**config.mk**
```make
export PLATFORM = sky130hd
export DESIGN_NAME = acc_cpu
export DESIGN_NICKNAME = d
export VERILOG_FILES = /design/src/rtl/acc_cpu.sv
export SDC_FILE = /design/constraint.sdc
export NUM_CORES = 1
export LEC_CHECK = 0
export CORE_MARGIN = 4
export CORE_UTILIZATION = 40
export DETAILED_ROUTE_END_ITERATION = 10
export PLACE_DENSITY = 0.74
export SLEW_MARGIN = 10
export SYNTH_ARGS = -nofsm -noshare
export SYNTH_HDL_FRONTEND = slang
export SYNTH_SLANG_ARGS = --single-unit
```
**constraint.sdc**
```tcl
create_clock -name clk -period 3.35 [get_ports clk]
set_input_delay 0.335 -clock clk [delete_from_list [all_inputs] [get_ports clk]]
set_output_delay 0.335 -clock clk [all_outputs]
set_load 0.02 [all_outputs]
```
**src/rtl/acc_cpu.sv**
```systemverilog
module acc_cpu #(
  parameter int DATA_W = 16,
  parameter int ADDR_W = 12
) (
  input  logic              clk,
  input  logic              rst_n,
  output logic [ADDR_W-1:0] mem_addr,
  output logic [DATA_W-1:0] mem_wdata,
  output logic              mem_we,
  input  logic [DATA_W-1:0] mem_rdata,
  output logic              halted
);
  localparam int OP_W = DATA_W - ADDR_W;
  localparam logic [OP_W-1:0] OP_LOAD  = OP_W'(0);
  localparam logic [OP_W-1:0] OP_STORE = OP_W'(1);
  localparam logic [OP_W-1:0] OP_ADD   = OP_W'(2);
  localparam logic [OP_W-1:0] OP_SUB   = OP_W'(3);
  localparam logic [OP_W-1:0] OP_JMP   = OP_W'(4);
  localparam logic [OP_W-1:0] OP_JPOS  = OP_W'(5);
  localparam logic [OP_W-1:0] OP_JNZ   = OP_W'(6);
  localparam logic [OP_W-1:0] OP_STOP  = OP_W'(7);

  typedef enum logic [2:0] {S_FETCH, S_FWAIT, S_DECODE, S_EXEC, S_XWAIT, S_HALT} state_t;

  state_t            state;
  logic [ADDR_W-1:0] pc;
  logic [DATA_W-1:0] ir, acc;

  wire [OP_W-1:0]   op      = ir[DATA_W-1 -: OP_W];
  wire [ADDR_W-1:0] operand = ir[ADDR_W-1:0];
  wire reads_mem = (op == OP_LOAD) || (op == OP_ADD) || (op == OP_SUB);
  wire take_jump = (op == OP_JMP) ||
                   ((op == OP_JPOS) && !acc[DATA_W-1]) ||
                   ((op == OP_JNZ) && (acc != '0));

  assign mem_addr  = (state == S_EXEC || state == S_XWAIT) ? operand : pc;
  assign mem_we    = (state == S_EXEC) && (op == OP_STORE);
  assign mem_wdata = acc;
  assign halted    = (state == S_HALT);

  always_ff @(posedge clk) begin
    if (!rst_n) begin
      state <= S_FETCH;
      pc    <= '0;
      ir    <= '0;
      acc   <= '0;
    end else begin
      case (state)
        S_FETCH:  state <= S_FWAIT;
        S_FWAIT: begin
          ir    <= mem_rdata;
          pc    <= pc + 1'b1;
          state <= S_DECODE;
        end
        S_DECODE: state <= S_EXEC;
        S_EXEC: begin
          if (op == OP_STOP)  state <= S_HALT;
          else if (reads_mem) state <= S_XWAIT;
          else                state <= S_FETCH;
          if (take_jump) pc <= operand;
        end
        S_XWAIT: begin
          case (op)
            OP_ADD:  acc <= acc + mem_rdata;
            OP_SUB:  acc <= acc - mem_rdata;
            default: acc <= mem_rdata;
          endcase
          state <= S_FETCH;
        end
        default:  state <= S_HALT;
      endcase
    end
  end

  p_pc_step_r7: assert property (@(posedge clk) disable iff (!rst_n)
    state == S_FWAIT |=> pc == ADDR_W'($past(pc) + 1'b1));

  p_acc_only_on_read_r3: assert property (@(posedge clk) disable iff (!rst_n)
    state != S_XWAIT |=> $stable(acc));

  p_store_pulse_r8: assert property (@(posedge clk) disable iff (!rst_n)
    mem_we |=> !mem_we);

  p_halt_sticky_r5: assert property (@(posedge clk) disable iff (!rst_n)
    halted |=> halted);

  p_halt_quiet_r5: assert property (@(posedge clk) disable iff (!rst_n)
    halted |-> !mem_we);

  p_halt_addr_hold_r5: assert property (@(posedge clk) disable iff (!rst_n)
    halted |=> $stable(mem_addr));
endmodule

```
# --- After elaboration in Yosys (flattened, before gate mapping) ---
# Index checks and enable logic that the tools add are counted.
word_totals:
  ff_bits: 47
  inputBits: 18
  out_inout_bits: 30
classes:
  muxes: 7
  addsub: 3
  eq_ne: 13
  n_reduce_logical: 14
op_table:
  columns: ["cell", "n"]
  rows:
  - ["$pmux 16 s2", 1]
  - ["$mux 12", 2]
  - ["$pmux 12 s2", 1]
  - ["$add 16x16->16", 1]
  - ["$eq 4x3->1 const B", 4]
  - ["$reduce_bool 16->1", 1]
  - ["$sub 16x16->16", 1]
  - ["$pmux 3 s5", 1]
  - ["$add 12x1->12 const B", 1]
  - ["$eq 4x2->1 const B", 2]
  - ["$eq 3x2->1 const B", 2]
  - ["$eq 3x3->1 const B", 2]
  - ["$mux 3", 2]
  - ["$logic_or 1x1->1", 5]
  - ["$eq 4x1->1 const B", 1]
  - ["$logic_not 4->1", 1]
  - ["$eq 3x1->1 const B", 1]
  - ["$logic_and 1x1->1", 3]
  - ["$logic_not 3->1", 1]
  - ["$ne 2x2->1 const B", 1]
  - ["$reduce_and 2->1", 1]
  - ["$reduce_bool 2->1", 1]
  - ["$logic_not 1->1", 1]

# --- Logic depth before layout (Yosys ltp) ---
# Gate-level depths: netlist (run 1).
logic_depth:
  depth_word: 6
  ltp_mapped: 13
  depth_no_buf: 13

# --- Least setup slack after synthesis (run 1) ---
# OpenSTA, ideal clock, no wires.
synth_path:
  kind: "register -> register"
  start: "register ir[13]"
  end: "register acc[12], in the netlist mem_wdata[12]"
  path_stages_with_launch: 11
  setup_slack_ps: 757
  setup_ps: 87
  required_time_ps: 3263
  t_arrival_ps: 2506
  synth_period_minus_slack_ps: 2593
  cell_sequence: "dfxtp_1 -> clkbuf_1 -> nand3_1 -> mux2i_1 -> fa_1 -> a21o_1 -> a311o_1 -> o2111ai_2 -> a21oi_1 -> and3_1 -> o31ai_1"
synth_via:
  elab_chain_len: 2
synth_rtl:
  columns: ["element", "line_no", "source"]
  rows:
  - ["start: declaration", "27", "logic [DATA_W-1:0] ir, acc;"]
  - ["start signal: assignment", "51", "ir <= mem_rdata;"]
  - ["$eq 4x2->1", "63", "case (op)"]
  - ["$pmux 16 s2 (*)", "63", null]
  - ["end signal: assignment", "64", "OP_ADD: acc <= acc + mem_rdata;"]
  - ["end signal: assignment", "65", "OP_SUB: acc <= acc - mem_rdata;"]
  - ["end signal: assignment", "66", "default: acc <= mem_rdata;"]
  - ["end: declaration", "27", null]
# Mark *: on every way between the ends. The rest lies on a longest branch, timed or not.
# A chain may end at the register's enable or synchronous reset.

# --- Worst setup path in the final report (run 1) ---
layout_path:
  start: "input mem_rdata[7]"
  end: "register acc[14], in the netlist mem_wdata[14]"
layout_via:
  elab_chain_len: 2
layout_rtl:
  columns: ["element", "line_no", "source"]
  rows:
  - ["start: declaration", "10", "input logic [DATA_W-1:0] mem_rdata,"]
  - ["$sub 16x16->16 / $add 16x16->16 (equally long branches)", "65, 64", null]
  - ["$pmux 16 s2 (*)", "63", null]
# Marks and branches as above.

==> results of run 1 <==
==> routing by layer <==
| metal | vias up | share of wire | global-route usage |
|---|---|---|---|
| met5 | - | 0 | 0 |
| met4 | 0 | 0.021 | 0.05567 |
| met3 | 24 | 0.068 | 0.04239 |
| met2 | 120 | 0.45 | 0.3084 |
| met1 | 1670 | 0.46 | 0.2634 |
| li1 | 1714 | - | - |
==> through the flow <==
step                instance area [um^2]  cells    util  hold slack, ps
floorplan                           3377    442       -           445.2
detailed placement                  3995    588  0.4862           465.5
global route                        4108    596  0.4999           506.8
CTS                                 4108    596  0.4999           479.4
finish                              4108    596  0.4999           475.9
global placement                    3995    588  0.4862           461.0
==> cell type report <==
cell class	instances	area, um^2	area share
timing repair buffer	66	613.1	0.1493
clock inverter	3	43.79	0.01066
clock buffer	5	68.82	0.01675
tap	105	131.4	0.03198
multi-input combinational	365	2291	0.5577
sequential	47	940.9	0.2291
inverter	5	18.77	0.004569
==> worst max path at each step <==
stage / start / cells past startpoint / endpoint / slack, ps
after floorplan: ir[13] / 10 / mem_wdata[12] / 760
after global placement: mem_rdata[0] / 13 / mem_wdata[14] / 90
after detailed placement: mem_rdata[7] / 11 / mem_wdata[14] / 10
after CTS: mem_rdata[7] / 11 / mem_wdata[14] / 310
after global routing: mem_rdata[7] / 11 / mem_wdata[14] / 130
final: mem_rdata[7] / 11 / mem_wdata[14] / 330
==> kinds of logic after synthesis <==
| family | Yosys count | share of synthesized area |
|---|---|---|
| AND/OR/NAND/NOR | 170 | 0.2386 |
| AO/OA/AOI/OAI | 139 | 0.2627 |
| flip-flops | 47 | 0.2786 |
| buffers and inverters | 30 | 0.04298 |
| XOR/XNOR | 24 | 0.06224 |
| adder cells (fa/ha/maj) | 18 | 0.06891 |
| multiplexers | 14 | 0.04594 |
==> registers in the layout (all words and copies together), names as in the netlist <==
register   cells
state          3
pc            12
ir            16
mem_wdata     16
==> cell usage after synthesis, drive strengths merged, types with 11 or more instances <==
cell,n
nor2,35
o211ai,12
a21oi,61
mux2,12
ha,17
xnor2,16
clkbuf,14
dfxtp,47
o21ai,20
nand3,17
nand2,70
buf,11
==> worst register-to-register path, stage by stage, from the launching register on <==
cell       delay (ps)
dfxtp_1           350
nor2_1            230
nand3_1           230
buf_4             230
nand2_1            70
xor2_1            160
ha_1              330
a21oi_1           190
o21ai_0           170
a2111oi_0         410
a21oi_1           150
xnor2_1           190
o211ai_1          110
==> power by group <==
part | internal, uW | leakage [uW] | switching [uW]
Clock | 223 | 0.0000581 | 207
Sequential | 588 | 0.000382 | 37.5
Combinational | 157 | 0.00110 | 213
Total | 967 | 0.00154 | 457
==> flow_summary.json, run 1 <==
{
  "status": "finished clean",
  "netlist_area_mm2": 0.003377,
  "syn_avg_cell_area_um2": 7.640,
  "synth_warnings": 0,
  "die_h_um": 99.88,
  "num_antenna_cells": 0,
  "cp.required_ps": 3550,
  "rsz0062_at_grt": "false",
  "power.density_mw_per_mm2": 346.8,
  "r2r_end": "mem_wdata[14]",
  "core-area_mm2": 0.008217,
  "tightestPinTransition_ps": 1097,
  "yosys.area.top_type": "dfxtp_1",
  "critical_path_buf_inv_count": 1,
  "io_pins": 48,
  "syn_inst": 442,
  "ant_nets": 0,
  "syn2layout_area_growth_pct": 21.64,
  "drive_above_1_share": 0.09572,
  "initial_core_util": 0.4110,
  "synth_cell_types": 57,
  "critPathMaxFanout": 5,
  "fill_cells": 799,
  "place_congestion": 1.058,
  "rr_worst_depth": 12,
  "synth_area_leaders": "dfxtp_1 (28%), a21oi_1 (8.7%), nand2_1 (7.8%)",
  "synth-edff-count": 0,
  "tns_ps": 0,
  "drt_iter0_drc": 261,
  "grt.total_usage": 0.1936,
  "routed_wl_um": 9667,
  "clk_path_buf_depth": 2,
  "fmax_ghz": 0.3310,
  "grt_pass1_vias": 3354,
  "reg2reg_slack_ps": 430,
  "htree_levels": 2,
  "fin_crit_sh": 0.9017,
  "die_area_mm2": 0.009976,
  "numCtsBuffers": 5,
  "drv_slew": 0,
  "hpwl_um": 7041,
  "vdd_drop_max_mv": 0.1617,
  "setup_viol": 0,
  "cts-root-buf": "clkbuf_8",
  "insertion_delay_ps": 310,
  "cts_tree": "built",
  "critPathMaxStageDelay_ps": 510,
  "hold_start": "ir[1]",
  "drc_errors": 0,
  "dieWidth_um": 99.88,
  "post_drt_via_cell_ratio": 5.919,
  "synth_nets": 478,
  "cp_cell_sequence": "clkdlybuf4s50_1 -> nor4_1 -> nand4b_1 -> o21ai_0 -> xor2_1 -> ha_1 -> a21o_1 -> a2111oi_0 -> a21oi_1 -> xnor2_1 -> o211ai_1",
  "cts-resized-gates": 0,
  "grt_pass1_wl_um": 15880,
  "avgRoutedWirePerCell_um": 16.22,
  "critPathTopFamily": "compound AO/OA/AOI/OAI gates",
  "drv_cap": 0,
  "clkTransAtPathRegs_ps": 90,
  "power.total_uw": 1424,
  "row_count": 33,
  "finalWorstSetupSlack_ps": 329.3,
  "r2r_start": "ir[15]",
  "cts_setup_buffers": 0,
  "worstHoldEndpoint": "ir[1]",
  "dp_slack_ps": 10.07,
  "slowest_stage": "clkdlybuf4s50_1",
  "post-route-min-period_ps": 3021,
  "min-delay-path-class": "flip-flop to flip-flop",
  "yosysTopAreaCellShare": 0.2786,
  "final_common_cell": "nand2_1",
  "cts_sinks": 47,
  "synth-seq-cells": 47,
  "layout_common_cells": "nand2_1 (70), a21oi_1 (59), clkdlybuf4s50_1 (47), dfxtp_1 (47), nor2_1 (35)",
  "postCtsHoldBufs": 0,
  "antenna_found_initial": 0,
  "worstSetupPathType": "primary input to flip-flop",
  "vias": 3528,
  "p_leak_uw": 0.001544,
  "skew_ps": 7.720,
  "firstDrtPassIters": 5,
  "grt_overflow": 0,
  "worst_slew_margin_rel": 0.2670,
  "numPortBuffers": 47,
  "async_reset_ff_frac": 0,
  "hold_viol": 0,
  "seq_area_frac_synth": 0.2786,
  "min_path_cells": 2,
  "grt_max_degree": 33,
  "nNetsFinal": 526,
  "end_kind": "flip-flop",
  "crit_path_start_kind": "primary input",
  "worst_ep_arrival_time_ps": 3220,
  "ys_dominant_reg_cell": "dfxtp_1"
}
No activity file was read; power rests on OpenSTA's default activity.
==> inputs of run 2 (changes only) <==
Settings changed: CORE_UTILIZATION 40 to 35, PLACE_DENSITY 0.74 to 0.67.
==> flow_summary.json, run 2 (synthesis results as in run 1) <==
{
  "avgRoutedWirePerCell_um": 15.68,
  "crit_path_start_kind": "primary input",
  "vdd_drop_max_mv": 0.1821,
  "tightestPinTransition_ps": 1051,
  "seq_area_um2": 940.9,
  "clkTransAtPathRegs_ps": 100,
  "drv_slew": 0,
  "hpwl_um": 7502,
  "io_pins": 48,
  "num_antenna_cells": 0,
  "power.density_mw_per_mm2": 355.3,
  "critPathMaxStageDelay_ps": 510,
  "cts_tree": "built",
  "grt_pass1_wl_um": 16240,
  "drv_cap": 0,
  "die_h_um": 106.2,
  "numCtsBuffers": 5,
  "timing.hold.ws_ps": 479.5,
  "worst_slew_margin_rel": 0.2988,
  "grt.total_usage": 0.1744,
  "postCtsHoldBufs": 0,
  "reg2reg_slack_ps": 400,
  "cp.required_ps": 3580,
  "rsz0062_at_grt": "false",
  "cts-root-buf": "clkbuf_8",
  "drive_above_1_share": 0.1171,
  "tns_ps": 0,
  "p_leak_uw": 0.001613,
  "skew_ps": 9.969,
  "critPathMaxFanout": 4,
  "fill_cells": 933,
  "drt_iter0_drc": 211,
  "top_usage_layer": "met2",
  "hold_viol": 0,
  "core-area_mm2": 0.009328,
  "nNetsFinal": 539,
  "insertion_delay_ps": 300,
  "antenna_found_initial": 0,
  "placed_cells": 625,
  "fin_crit_sh": 0.8984,
  "stdcell_count": 633,
  "setup_viol": 0,
  "power.total_uw": 1512,
  "final_util": 0.4562,
  "routed_wl_um": 9926,
  "grt_max_degree": 33,
  "dieWidth_um": 106.2,
  "critical_path_buf_inv_count": 3,
  "clk_path_buf_depth": 2,
  "cts_sinks": 47,
  "slowest_stage": "clkdlybuf4s50_1",
  "htree_levels": 2,
  "fmax_ghz": 0.3323,
  "grt_pass1_vias": 3197,
  "firstDrtPassIters": 4,
  "die_area_mm2": 0.01128,
  "layout_common_cells": "nand2_1 (70), a21oi_1 (59), clkdlybuf4s50_1 (47), dfxtp_1 (47), nor2_1 (35)",
  "use_met3": 0.02611,
  "grt_overflow": 0,
  "use_met1": 0.2250,
  "end_kind": "flip-flop",
  "row_count": 35,
  "final_common_cell": "nand2_1",
  "vias": 3466,
  "worst_ep_arrival_time_ps": 3230,
  "post-route-min-period_ps": 3010,
  "worstSetupPathType": "primary input to flip-flop",
  "drc_errors": 0,
  "cts-resized-gates": 0,
  "gr-usage-met2": 0.2946,
  "critPathTopFamily": "buffers and inverters",
  "cp_cell_sequence": "clkdlybuf4s50_1 -> or3_1 -> o41ai_1 -> buf_4 -> xor2_1 -> ha_1 -> a21oi_1 -> o21ai_0 -> buf_4 -> or3_1 -> a31oi_1",
  "min-delay-path-class": "flip-flop to flip-flop",
  "ant_nets": 0,
  "initial_core_util": 0.3620,
  "cts_setup_buffers": 0,
  "multiInputGateArea_mm2": 0.002291,
  "syn2layout_area_growth_pct": 26.01,
  "status": "finished clean",
  "numPortBuffers": 47,
  "place_congestion": 0.8571,
  "post_drt_via_cell_ratio": 5.476
}
[run 2: changes by cell type in the layout (fill, tap and decap cells not counted)]
cell and delta:
bufinv_16 +1, clkinv_2 -1, buf_4 +13, clkinv_4 -1, clkbuf_1 +1
[run 2: power breakdown]
group | internal (uW) | total, uW | switching, uW
sequential | 588 | 624 | 36.6
combinational | 168 | 383 | 215
clock | 299 | 505 | 207
total | 1050 | 1510 | 458
[run 2: final cells by class]
class,count,share of cell area
Multi-Input combinational cell,365,0.5384
Sequential cell,47,0.2211
Inverter,5,0.004410
Tap cell,129,0.03793
Clock buffer,6,0.01705
Timing Repair Buffer,79,0.1670
Clock inverter,2,0.01411
[run 2: tightest hold or removal path, cell delays in order (launching register included)]
cell,delay [ps]
dfxtp_1,330
nand2_1,60
a21oi_1,50
[run 2: final timing paths]
path                      from             to  cells past startpoint
setup / recovery  mem_rdata[7]  mem_wdata[11]                     11
hold / removal          ir[11]         ir[11]                      2
setup reg to reg        ir[15]  mem_wdata[10]                     10
hold reg to reg         ir[11]         ir[11]                      2
[run 2: per-stage QoR]
step           setup WS [ps]  cell area, um^2
2_1_floorplan          756.8             3377
3_3_place_gp           38.67             4123
3_5_place_dp           53.31             4123
4_1_cts                359.5             4255
5_1_grt                122.9             4255
6_report               340.5             4255
[run 2: metal layers]
metal  vias to the layer above  share of wire
li1                       1745              -
met1                      1635           0.47
met2                        74           0.47
met3                        12          0.040
met4                         0          0.017
met5                         -              0
==> inputs of run 3 (changes only) <==
Settings changed: CORE_UTILIZATION 35 to 31, PLACE_DENSITY 0.67 to 0.62.
==> flow_summary.json, run 3 (synthesis results as in run 1) <==
{
  "met2_length_um": 4902,
  "critical_path_buf_inv_count": 3,
  "critPathTopFamily": "buffers and inverters",
  "pwr-share-seq": 0.427,
  "stdcell_area_mm2": 0.004253,
  "power.density_mw_per_mm2": 344.3,
  "min-delay-path-class": "flip-flop to flip-flop",
  "drt_iter0_drc": 247,
  "place_congestion": 0.8742,
  "drv_cap": 0,
  "avgRoutedWirePerCell_um": 15.93,
  "worst_ep_arrival_time_ps": 3210,
  "clockPowerShare": 0.311,
  "seq_area_um2": 940.9,
  "crit_path_start_kind": "primary input",
  "grt_pass1_wl_um": 16740,
  "end_kind": "flip-flop",
  "post-route-min-period_ps": 3024,
  "numCtsBuffers": 5,
  "cp.required_ps": 3540,
  "tns_ps": 0,
  "grt_max_degree": 33,
  "tightestPinTransition_ps": 1060,
  "cts_tree": "built",
  "vias": 3486,
  "dieWidth_um": 112.4,
  "initial_core_util": 0.3228,
  "place_area_mm2": 0.004124,
  "slowest_stage": "clkdlybuf4s50_1",
  "syn2layout_area_growth_pct": 25.94,
  "die_area_mm2": 0.01263,
  "cp_cell_sequence": "clkdlybuf4s50_1 -> or3_1 -> o41ai_2 -> buf_4 -> nand2_1 -> xnor2_1 -> ha_1 -> nand2_1 -> nor2_1 -> nand3_1 -> o21ai_0 -> buf_4 -> xnor2_1 -> o211ai_1",
  "switching_share": 0.3165,
  "cts_setup_buffers": 0,
  "vdd_drop_max_mv": 0.2177,
  "critPathMaxStageDelay_ps": 530,
  "status": "finished clean",
  "final_common_cell": "nand2_1",
  "core-area_mm2": 0.01046,
  "p_leak_uw": 0.001611,
  "antenna_found_initial": 0,
  "grt_pass1_vias": 3343,
  "firstDrtPassIters": 5,
  "drive_above_1_share": 0.1193,
  "dr_wl_met3_um": 436,
  "grt_overflow": 0,
  "setup_viol": 0,
  "worstSetupPathType": "primary input to flip-flop",
  "worst_slew_margin_rel": 0.2922,
  "post_drt_via_cell_ratio": 5.455,
  "row_count": 37,
  "ant_nets": 0,
  "die_h_um": 112.4,
  "rsz0062_at_grt": "false",
  "htree_levels": 2,
  "skew_ps": 13.62,
  "clkTransAtPathRegs_ps": 100,
  "wl_met1_um": 4687,
  "finalWorstSetupSlack_ps": 326.1,
  "hpwl_um": 7747,
  "drv_slew": 0,
  "fill_cells": 1106,
  "cellInternalPower_uw": 1001,
  "num_antenna_cells": 0,
  "pwr-share-comb": 0.262,
  "routed_wl_um": 10180,
  "cts-root-buf": "clkbuf_8",
  "nNetsFinal": 538,
  "hold_viol": 0,
  "final_util": 0.4065,
  "fmax_ghz": 0.3307,
  "insertion_delay_ps": 310,
  "drc_errors": 0,
  "layout_common_cells": "nand2_1 (70), a21oi_1 (59), clkdlybuf4s50_1 (47), dfxtp_1 (47), nor2_1 (35)",
  "power_switching_uw": 463.4,
  "multiInputGateArea_mm2": 0.002298,
  "numPortBuffers": 47,
  "grt.total_usage": 0.1599,
  "top_layer": "met4",
  "fin_crit_sh": 0.9027,
  "dp_slack_ps": -25.09,
  "clk_path_buf_depth": 2,
  "timing.hold.ws_ps": 477.9,
  "critPathMaxFanout": 5,
  "cts_sinks": 47,
  "io_pins": 48
}
-- run 3: cell count changes in the layout (fill, tap and decap cells not counted), sizes merged --
cell	change
buf	-1
bufinv	-1
inv	+1
-- run 3: metal layers --
| layer | up-vias | track usage |
|---|---|---|
| met5 | - | 0 |
| met4 | 0 | 0.04247 |
| met3 | 15 | 0.02049 |
| met2 | 103 | 0.2714 |
| met1 | 1628 | 0.2141 |
| li1 | 1740 | - |
-- run 3: worst paths after layout --
kind / depth (start not counted) / slack, ps / start / to
setup / recovery: 14 / 330 / mem_rdata[7] / mem_wdata[15]
setup reg to reg: 10 / 390 / ir[15] / mem_wdata[10]
hold reg to reg: 2 / 480 / ir[1] / ir[1]
hold / removal: 2 / 480 / ir[1] / ir[1]
-- run 3: through the flow --
stage / power (uW) / std cells
global placement: 1013 / 631
finish: 1464 / 639
global route: 1541 / 639
CTS: 1469 / 639
detailed placement: 1018 / 631
floorplan: 881.8 / 442
-- run 3: worst min-delay path, stage by stage, from the launching register on --
cell and delay (ps):
dfxtp_1 330, nand2_1 50, a21oi_1 50
-- run 3: final cells by class --
| cell class | instances | area share |
|---|---|---|
| multi-input cells | 365 | 0.5405 |
| flip-flops and latches | 47 | 0.2212 |
| repair buffers | 78 | 0.1653 |
| well taps | 136 | 0.04001 |
| clock buffers | 6 | 0.01942 |
| clock inverters | 2 | 0.009120 |
| inverters | 5 | 0.004413 |
-- run 3: power by group through the flow --
stage | Combinational, uW | Sequential, uW | Clock [uW]
after detailed placement | 381 | 637 | 0
after floorplan | 254 | 627 | 0
final | 383 | 625 | 456
after global routing | 423 | 630 | 487
after CTS | 383 | 624 | 462
after global placement | 376 | 637 | 0
-- run 3: timing repair --
action,4_1_cts,5_1_grt
hold endpoints to repair,0,0
gates resized for setup,0,1
endpoints found under the setup margin,0,1
hold buffers,0,0
